**src/rtl/spi_cfg_pkg.sv**
```systemverilog
package spi_cfg_pkg;
  localparam int ADDR_W  = 7;
  localparam int DATA_W  = 16;
  localparam int HDR_W   = ADDR_W + 1;
  localparam int FRAME_W = HDR_W + DATA_W;
  localparam int CNT_W   = $clog2(FRAME_W + 1);

  typedef logic [CNT_W-1:0]  cnt_t;
  typedef logic [ADDR_W-1:0] addr_t;
  typedef logic [DATA_W-1:0] word_t;

  localparam logic DIR_READ = 1'b1;
endpackage

```
**src/rtl/spi_cfg_rx.sv**
```systemverilog
module spi_cfg_rx
  import spi_cfg_pkg::*;
(
  input  logic                sclk,
  input  logic                clr,
  input  logic                sdin,
  output cnt_t                cnt,
  output addr_t               hdr_addr,
  output logic                hdr_dir,
  output logic                wr_stb,
  output addr_t               wr_addr,
  output word_t               wr_data
);
  localparam cnt_t LAST = cnt_t'(FRAME_W);
  localparam cnt_t PRE  = cnt_t'(FRAME_W - 1);

  logic [FRAME_W-1:0] sreg_q, sreg_d;
  cnt_t               cnt_q, cnt_d;
  logic               take;

  always_comb begin
    take   = (cnt_q != LAST);
    cnt_d  = cnt_q;
    sreg_d = sreg_q;
    if (take) begin
      cnt_d  = cnt_q + cnt_t'(1);
      sreg_d = {sreg_q[FRAME_W-2:0], sdin};
    end
  end

  always_ff @(negedge sclk or posedge clr) begin
    if (clr) begin
      cnt_q  <= '0;
      sreg_q <= '0;
    end else begin
      cnt_q  <= cnt_d;
      sreg_q <= sreg_d;
    end
  end

  assign cnt      = cnt_q;
  assign hdr_addr = sreg_q[HDR_W-1:1];
  assign hdr_dir  = sreg_q[0];
  // At count FRAME_W-1 the register holds address, direction and D15..D1.
  assign wr_stb   = (cnt_q == PRE) && (sreg_q[DATA_W-1] != DIR_READ);
  assign wr_addr  = sreg_q[FRAME_W-2:DATA_W];
  assign wr_data  = {sreg_q[DATA_W-2:0], sdin};
endmodule

```
**src/rtl/spi_cfg_regs.sv**
```systemverilog
module spi_cfg_regs
  import spi_cfg_pkg::*;
#(
  parameter int NUM_REGS = 32
) (
  input  logic  sclk,
  input  logic  rst_n,
  input  logic  wr_stb,
  input  addr_t wr_addr,
  input  word_t wr_data,
  input  addr_t rd_addr,
  output word_t rd_data
);
  localparam int IDX_W = (NUM_REGS > 1) ? $clog2(NUM_REGS) : 1;

  word_t mem_q [NUM_REGS];

  for (genvar g = 0; g < NUM_REGS; g++) begin : g_word
    word_t q;
    logic  en;
    assign en = wr_stb && (wr_addr == addr_t'(g));
    always_ff @(negedge sclk or negedge rst_n) begin
      if (!rst_n)  q <= '0;
      else if (en) q <= wr_data;
    end
    assign mem_q[g] = q;
  end

  logic             rd_ok;
  logic [IDX_W-1:0] rd_idx;

  always_comb begin
    rd_ok   = (int'(rd_addr) < NUM_REGS);
    rd_idx  = rd_addr[IDX_W-1:0];
    rd_data = rd_ok ? mem_q[rd_idx] : '0;
  end
endmodule

```
**src/rtl/spi_cfg_tx.sv**
```systemverilog
module spi_cfg_tx
  import spi_cfg_pkg::*;
(
  input  logic  sclk,
  input  logic  clr,
  input  cnt_t  cnt,
  input  logic  hdr_dir,
  input  word_t rd_data,
  output logic  oe,
  output logic  sdout
);
  word_t tx_q, tx_d;
  logic  oe_q, oe_d;
  logic  load;

  always_comb begin
    load = (cnt == cnt_t'(HDR_W)) && (hdr_dir == DIR_READ) && !oe_q;
    oe_d = oe_q | load;
    tx_d = tx_q;
    if (load)      tx_d = rd_data;
    else if (oe_q) tx_d = {tx_q[DATA_W-2:0], 1'b0};
  end

  always_ff @(posedge sclk or posedge clr) begin
    if (clr) begin
      oe_q <= 1'b0;
      tx_q <= '0;
    end else begin
      oe_q <= oe_d;
      tx_q <= tx_d;
    end
  end

  assign oe    = oe_q;
  assign sdout = oe_q & tx_q[DATA_W-1];
endmodule

```
**src/rtl/spi_cfg_slave.sv**
```systemverilog
module spi_cfg_slave
  import spi_cfg_pkg::*;
#(
  parameter int NUM_REGS = 32
) (
  input  logic rst_n,
  input  logic cs_n,
  input  logic sclk,
  input  logic sdin,
  output logic sdout
);
  logic  clr;
  cnt_t  cnt;
  addr_t hdr_addr;
  logic  hdr_dir;
  logic  wr_stb;
  addr_t wr_addr;
  word_t wr_data;
  word_t rd_data;
  logic  tx_oe;

  assign clr = cs_n | ~rst_n;

  spi_cfg_rx u_rx (
    .sclk(sclk), .clr(clr), .sdin(sdin), .cnt(cnt),
    .hdr_addr(hdr_addr), .hdr_dir(hdr_dir),
    .wr_stb(wr_stb), .wr_addr(wr_addr), .wr_data(wr_data)
  );

  spi_cfg_regs #(.NUM_REGS(NUM_REGS)) u_regs (
    .sclk(sclk), .rst_n(rst_n), .wr_stb(wr_stb), .wr_addr(wr_addr),
    .wr_data(wr_data), .rd_addr(hdr_addr), .rd_data(rd_data)
  );

  spi_cfg_tx u_tx (
    .sclk(sclk), .clr(clr), .cnt(cnt), .hdr_dir(hdr_dir),
    .rd_data(rd_data), .oe(tx_oe), .sdout(sdout)
  );
endmodule

```
**config.mk**
```make
export PLATFORM = sky130hd
export DESIGN_NAME = spi_cfg_slave
export DESIGN_NICKNAME = d
export VERILOG_FILES = /design/src/rtl/spi_cfg_pkg.sv /design/src/rtl/spi_cfg_rx.sv /design/src/rtl/spi_cfg_regs.sv /design/src/rtl/spi_cfg_tx.sv /design/src/rtl/spi_cfg_slave.sv
export SDC_FILE = /design/constraint.sdc
export NUM_CORES = 1
export LEC_CHECK = 0
export CELL_PAD_IN_SITES_DETAIL_PLACEMENT = 1
export CELL_PAD_IN_SITES_GLOBAL_PLACEMENT = 2
export CORE_ASPECT_RATIO = 1.2
export CORE_MARGIN = 2
export CORE_UTILIZATION = 51
export CTS_BUF_LIST = sky130_fd_sc_hd__clkbuf_16
export CTS_CLUSTER_DIAMETER = 200
export CTS_CLUSTER_SIZE = 40
export DETAILED_ROUTE_END_ITERATION = 10
export GPL_TIMING_DRIVEN = 1
export HOLD_SLACK_MARGIN = 0.15
export PLACE_DENSITY_LB_ADDON = 0.1
export SYNTH_ARGS = -nofsm -noshare
export SYNTH_HDL_FRONTEND = slang
export SYNTH_SLANG_ARGS = --single-unit
```
**constraint.sdc**
```tcl
create_clock -name sclk -period 10.6 [get_ports sclk]
set_clock_uncertainty 0.15 [all_clocks]
set_input_delay 1.59 -clock sclk [delete_from_list [all_inputs] [get_ports sclk]]
set_output_delay 1.59 -clock sclk [all_outputs]
set_load 0.03 [all_outputs]
```
==> results of run 1 <==
==> registers in the layout, summed over array words and instances, names as in the netlist <==
| signal | flops |
|---|---|
| u_rx.cnt | 5 |
| u_tx.tx_q | 16 |
| u_rx.sreg_q | 23 |
| u_regs.g_word.q | 512 |
| u_tx.oe | 1 |
==> routing by layer <==
| layer | up-vias | global-route usage [%] | share of wire (%) | wire, um |
|---|---|---|---|---|
| li1 | 6336 | - | - | - |
| met2 | 227 | 45.2 | 49 | 32800 |
| met4 | 2 | 6.70 | 2.6 | 1710 |
| met3 | 63 | 3.09 | 3.6 | 2420 |
| met5 | - | 0 | 0.017 | 11 |
| met1 | 8128 | 35.5 | 44 | 29500 |
==> per-stage QoR <==
stage	power (mW)	worst slack [ns]	utilization, %	area [sq um]	cells
2_1_floorplan	2.32	0.973	-	25300	1785
3_3_place_gp	2.43	1.90	52.9	26000	2313
3_5_place_dp	2.43	1.80	52.9	26000	2313
4_1_cts	3.36	2.09	53.8	26400	2334
5_1_grt	3.43	1.96	53.8	26400	2334
6_report	3.32	2.13	53.8	26400	2334
==> cell usage in the layout, fill, tap and decap left out, types with 4 or more instances in the layout <==
cell type,instances
nor2_2,7
nor3b_1,7
a221oi_1,10
mux2_2,564
o211ai_1,7
xnor2_1,4
a31oi_1,5
nor2b_1,4
a22oi_1,13
nand2b_1,7
dfrtp_1,17
a211o_1,10
mux4_2,78
a21oi_1,38
clkbuf_16,17
nor3_2,5
nand2_1,81
a211oi_1,11
dfrtn_1,540
o22a_1,4
nor3_1,11
o22ai_1,32
nand3_1,17
nand2_2,6
buf_12,6
nor2_1,27
o221ai_1,26
inv_1,10
mux2i_1,25
o21ai_0,28
buf_4,43
==> worst max path at each step <==
stage	start	endpoint	depth (start not counted)
CTS	u_rx.sreg_q[2]	u_tx.tx_q[8]	6
global placement	sdin	u_rx.sreg_q[0]	2
finish	u_rx.sreg_q[2]	u_tx.tx_q[8]	6
floorplan	cs_n	u_rx.cnt[0]	1
detailed placement	sdin	u_regs.g_word[19].q[0]	2
global route	u_rx.sreg_q[2]	u_tx.tx_q[8]	6
==> final cells by class <==
class                   count  area (sq um)  share of cell area, %
multi-input cells        1057         10700                   40.5
clock buffers              17           425                   1.61
clock inverters             4          16.3                 0.0616
well taps                 637           797                   3.02
inverters                   9          33.8                  0.128
repair buffers             53           488                   1.85
flip-flops and latches    557         13900                   52.8
==> power groups by stage <==
stage	Sequential, mW	Combinational [mW]	Clock, mW
after global placement	2.21	0.215	0
after global routing	2.18	0.234	1.02
after floorplan	2.20	0.123	0
after CTS	2.18	0.220	0.964
after detailed placement	2.21	0.219	0
final	2.18	0.214	0.929
==> cells by family (layout without fill, tap and decap cells) <==
logic type	count (synthesis)	after routing	share of synthesized area [%]
compound gates	189	189	5.05
simple gates	195	195	3.89
buf+inv	171	83	2.75
flops	557	557	55.1
xor+xnor	4	4	0.138
fa+ha+maj	2	2	0.0988
mux	667	667	33.0
==> critical path, stage by stage, from the launching register on <==
cell	delay (ns)
dfrtn_1	0.68
buf_12	0.47
mux4_2	0.58
and2_1	0.17
o221ai_1	0.41
a21oi_1	0.11
or3_1	0.35
==> flow_summary.ini, run 1 <==
[run_status]
status = finished clean

[critical_path]
critPathMaxFanout = 98
r2r_setup_slack_ns = 2.13
worst_r2r_path_depth = 6
cp.arrival_ns = 8.81
setup.worst_path.start_class = register
r2r_end = u_tx.tx_q[8]
critPathCaptureType = register
rr_startpoint = u_rx.sreg_q[2]
cp.required_ns = 10.94
path_class = register to register

[power_and_ir_drop]
clock_power_share_pct = 28.0
ir_worst_vdd_mv = 0.121
power_switching_mw = 0.808
power.internal_mw = 2.51
p_seq_share_pct = 65.6
comb_power_share_pct = 6.4
p_sw_share_pct = 24.3
leakage_nw = 12.6
powerDensity_nw_per_um2 = 126

[yosys]
synth.avg_cell_area_sq_um = 14.2
synth.distinct_cells = 51
synth-main-ff-cell = dfrtn_1
synth.cell_area_sq_um = 25300
seq_area_frac_synth_pct = 55.1
synthArstFlopShare_pct = 100
synth_edf_count = 0
synth_warnings = 0
synthTopCellsByArea = dfrtn_1, mux2_2, mux4_2, dfrtp_1, clkbuf_1
synth_cells = 1785
yosysTopAreaCell = dfrtn_1
synth_commonest_cells = mux2_2, dfrtn_1, clkbuf_1
synth_top_cell_area_share_pct = 53.4
ys_seq_elements = 557
yosysMostFrequentCell = mux2_2
syn_nets = 1791

[die]
num_io_pins = 5
fp.dieH_um = 248
start_util_pct = 51.6
die-area_sq_um = 51400
core-area_sq_um = 49100
rows = 89
fp.dieW_um = 207

[global_routing]
grt_max_degree = 143
grt_pass1_vias = 15800
grt_pass1_wl_mm = 102
antenna_found_initial = 3
overflow = 0
grt_usage_pct = 26.2

[clocking]
ctsHtreeMaxLevel = 1
cts_resized = 0
cts_sinks = 557
numCtsBuffers = 17
clk_pin_slew_worst_paths_ns = 0.16
ctsRootBufferMaster = clkbuf_16
post-cts-setup-buffer-count = 0
clk_path_buf_depth = 3
clock_latency_ns = 0.58
cts_tree = yes
cts_hold_buf = 0

[timing]
final-hold-violation-count = 0
tns_ns = 0
drv_slew = 0
slew_headroom_pct = 12.3
finalSetupViolations = 0
timing.hold.ws_ns = 0.299
worst_slew_pin_slew_ns = 1.32
rsz0062_at_grt = false

[min_path]
hp-start = u_regs.g_word[26].q[7]
whs_path_depth = 1
min_path_type = register to register
holdPathEnd = u_regs.g_word[26].q[7]

[layout]
fill_cells = 4629
nets = 1701
syn2layout_area_growth_pct = 4.30
antenna_cells = 0
drive_above_1_share_pct = 43.7

[drt]
drtIter0Drc = 862
routedWlPerCell_um = 28.5
postRouteAntennaNets = 0
dr.pass1.iters = 5
drt-vias-per-instance = 6.32
vias = 14800
drc = 0
wl_mm = 66.4

[flow_run]
maxCapViolCount = 0

[place]
portBuffers = 4
place_hpwl_mm = 41.2
place_congestion = 0.851
Note: power is estimated with default switching activity, not from simulation.
==> run 2: changes to the inputs <==
- CORE_UTILIZATION: 51 -> 47
- clock period: 10.6 -> 8 ns (I/O delays scaled with it)
==> run 2 against run 1 <==
Critical path depth shrank 1. First-iteration DRC count grew 25%. Final area grew 0.68%. Flip-flop and latch count is the same. Clock power grew 35%. Die area grew 8.4%. Combinational power grew 43%. Largest power group unchanged. Worst hold slack gained 0.0010 ns. Sequential share of layout area shrank 0.36 points. Final cell count grew 3.5%. Via count grew 0.71%. Highest routed layer is now met4.
==> flow_summary.ini, run 2 (synthesized netlist as in run 1, its figures left out) <==
[run_status]
status = finished clean

[drt]
wl_mm = 71.2
vias = 14900
dr.pass1.iters = 4
drc = 0
drtIter0Drc = 1081
postRouteAntennaNets = 0
drt-vias-per-instance = 6.15
routedWlPerCell_um = 29.5

[power_and_ir_drop]
leakage_nw = 12.7
fin_total_pwr_mw = 4.44
p_seq_share_pct = 65.0
ir_worst_vdd_mv = 0.132
powerDensity_nw_per_um2 = 167
p_sw_share_pct = 24.9
comb_power_share_pct = 6.9
clock_power_share_pct = 28.1
power.internal_mw = 3.33
power_switching_mw = 1.11

[min_path]
min_path_type = register to register

[critical_path]
r2r_setup_slack_ns = 0.89
critPathCaptureType = register
cp.arrival_ns = 7.45
rr_startpoint = u_rx.sreg_q[3]
max_stage_delay_ns = 0.93
setup.worst_path.start_class = register
crit_chain = nand2b_1 > o22ai_1 > o21ai_0 > a21oi_1 > o211ai_1
cp_top_family = compound AO/OA/AOI/OAI gates
path_buf_inv = 0
path_class = register to register
cp.required_ns = 8.34
slowest_stage = o21ai_0
critPathCapture = u_tx.tx_q[11]
path_depth = 5
r2r_end = u_tx.tx_q[11]
critPathLaunch = u_rx.sreg_q[3]
critPathMaxFanout = 14
worst_r2r_path_depth = 5

[layout]
finalInstanceArea_sq_um = 26600
final_cell_mix = mux2_2, dfrtn_1, nand2_1, mux4_2, buf_4
multiInputGateArea_sq_um = 10700
drive_above_1_share_pct = 43.8
largest_register_ffs = 512
seq_area_sq_um = 13900
antenna_cells = 0
mostFrequentLayoutCell = mux2_2
syn2layout_area_growth_pct = 5.01
fill_cells = 5147
regMostFlops = u_regs.g_word.q
nets = 1706
reg_top3 = u_regs.g_word.q x512, u_rx.sreg_q x23, u_tx.tx_q x16

[timing]
finalSetupViolations = 0
rsz0062_at_grt = false
worst_slew_pin_slew_ns = 1.22
setup_ws_ns = 0.895
slew_headroom_pct = 18.3
drv_slew = 0
final-hold-violation-count = 0
tns_ns = 0

[clocking]
ctsRootBufferMaster = clkbuf_16
clock_latency_ns = 0.58
cts_hold_buf = 0
numCtsBuffers = 17
cts_sinks = 557
ctsHtreeMaxLevel = 1
post-cts-setup-buffer-count = 0
clk_pin_slew_worst_paths_ns = 0.14
cts_resized = 0
clk_path_buf_depth = 3
cts_tree = yes

[global_routing]
grt_usage_pct = 26.1
grt_pass1_wl_mm = 109
grt_max_degree = 189
grt_pass1_vias = 16200
overflow = 0
antenna_found_initial = 2

[flow_run]
maxCapViolCount = 0

[die]
die-area_sq_um = 55700
num_io_pins = 5
core-area_sq_um = 53400
rows = 93
start_util_pct = 47.4
fp.dieW_um = 216
fp.dieH_um = 258

[place]
post-place-ws_ns = 0.926
place_congestion = 0.839
portBuffers = 4
place_hpwl_mm = 44.5
dpl_cell_area_sq_um = 26100
[run 2: cell count changes in the layout (fill, tap and decap cells not counted), sizes merged]
cell / change
buf: +5
inv: +2
[run 2: how the worst min path moves through the flow]
stage                                          to  cells after the start                    start
final                       u_regs.g_word[8].q[9]                      1    u_regs.g_word[8].q[9]
after detailed placement   u_regs.g_word[10].q[9]                      1   u_regs.g_word[10].q[9]
after global routing       u_regs.g_word[26].q[1]                      1   u_regs.g_word[26].q[1]
after CTS                  u_regs.g_word[10].q[9]                      1   u_regs.g_word[10].q[9]
after floorplan                       u_rx.cnt[2]                      1              u_rx.cnt[4]
after global placement    u_regs.g_word[25].q[10]                      1  u_regs.g_word[25].q[10]
[run 2: power by group through the flow]
stage                     registers [mW]  logic (mW)  clock network (mW)
final                               2.89       0.307                1.25
after global routing                2.89       0.332                1.37
after CTS                           2.88       0.313                1.30
after detailed placement            2.93       0.312                   0
after global placement              2.93       0.310                   0
after floorplan                     2.91       0.163                   0
[run 2: area by class of cell]
cell class,count,area share (%)
sequential,557,52.4
clock buffer,17,1.60
multi-input combinational,1057,40.3
tap,712,3.35
clock inverter,6,0.0894
inverter,9,0.127
timing repair buffer,58,2.12
[run 2: metrics by stage]
step,utilization [%],instances,hold WS (ns)
finish,49.8,2416,0.300
global route,49.8,2416,0.303
CTS,49.8,2416,0.300
detailed placement,48.9,2393,0.298
global placement,48.9,2393,0.292
floorplan,-,1785,0.280
[run 2: metal layers]
| metal | vias to the layer above | routed length (um) | track usage (%) |
|---|---|---|---|
| li1 | 6351 | - | - |
| met1 | 8215 | 31700 | 35.9 |
| met2 | 216 | 35600 | 44.7 |
| met3 | 79 | 1960 | 2.32 |
| met4 | 0 | 1940 | 6.78 |
| met5 | - | 0 | 0 |
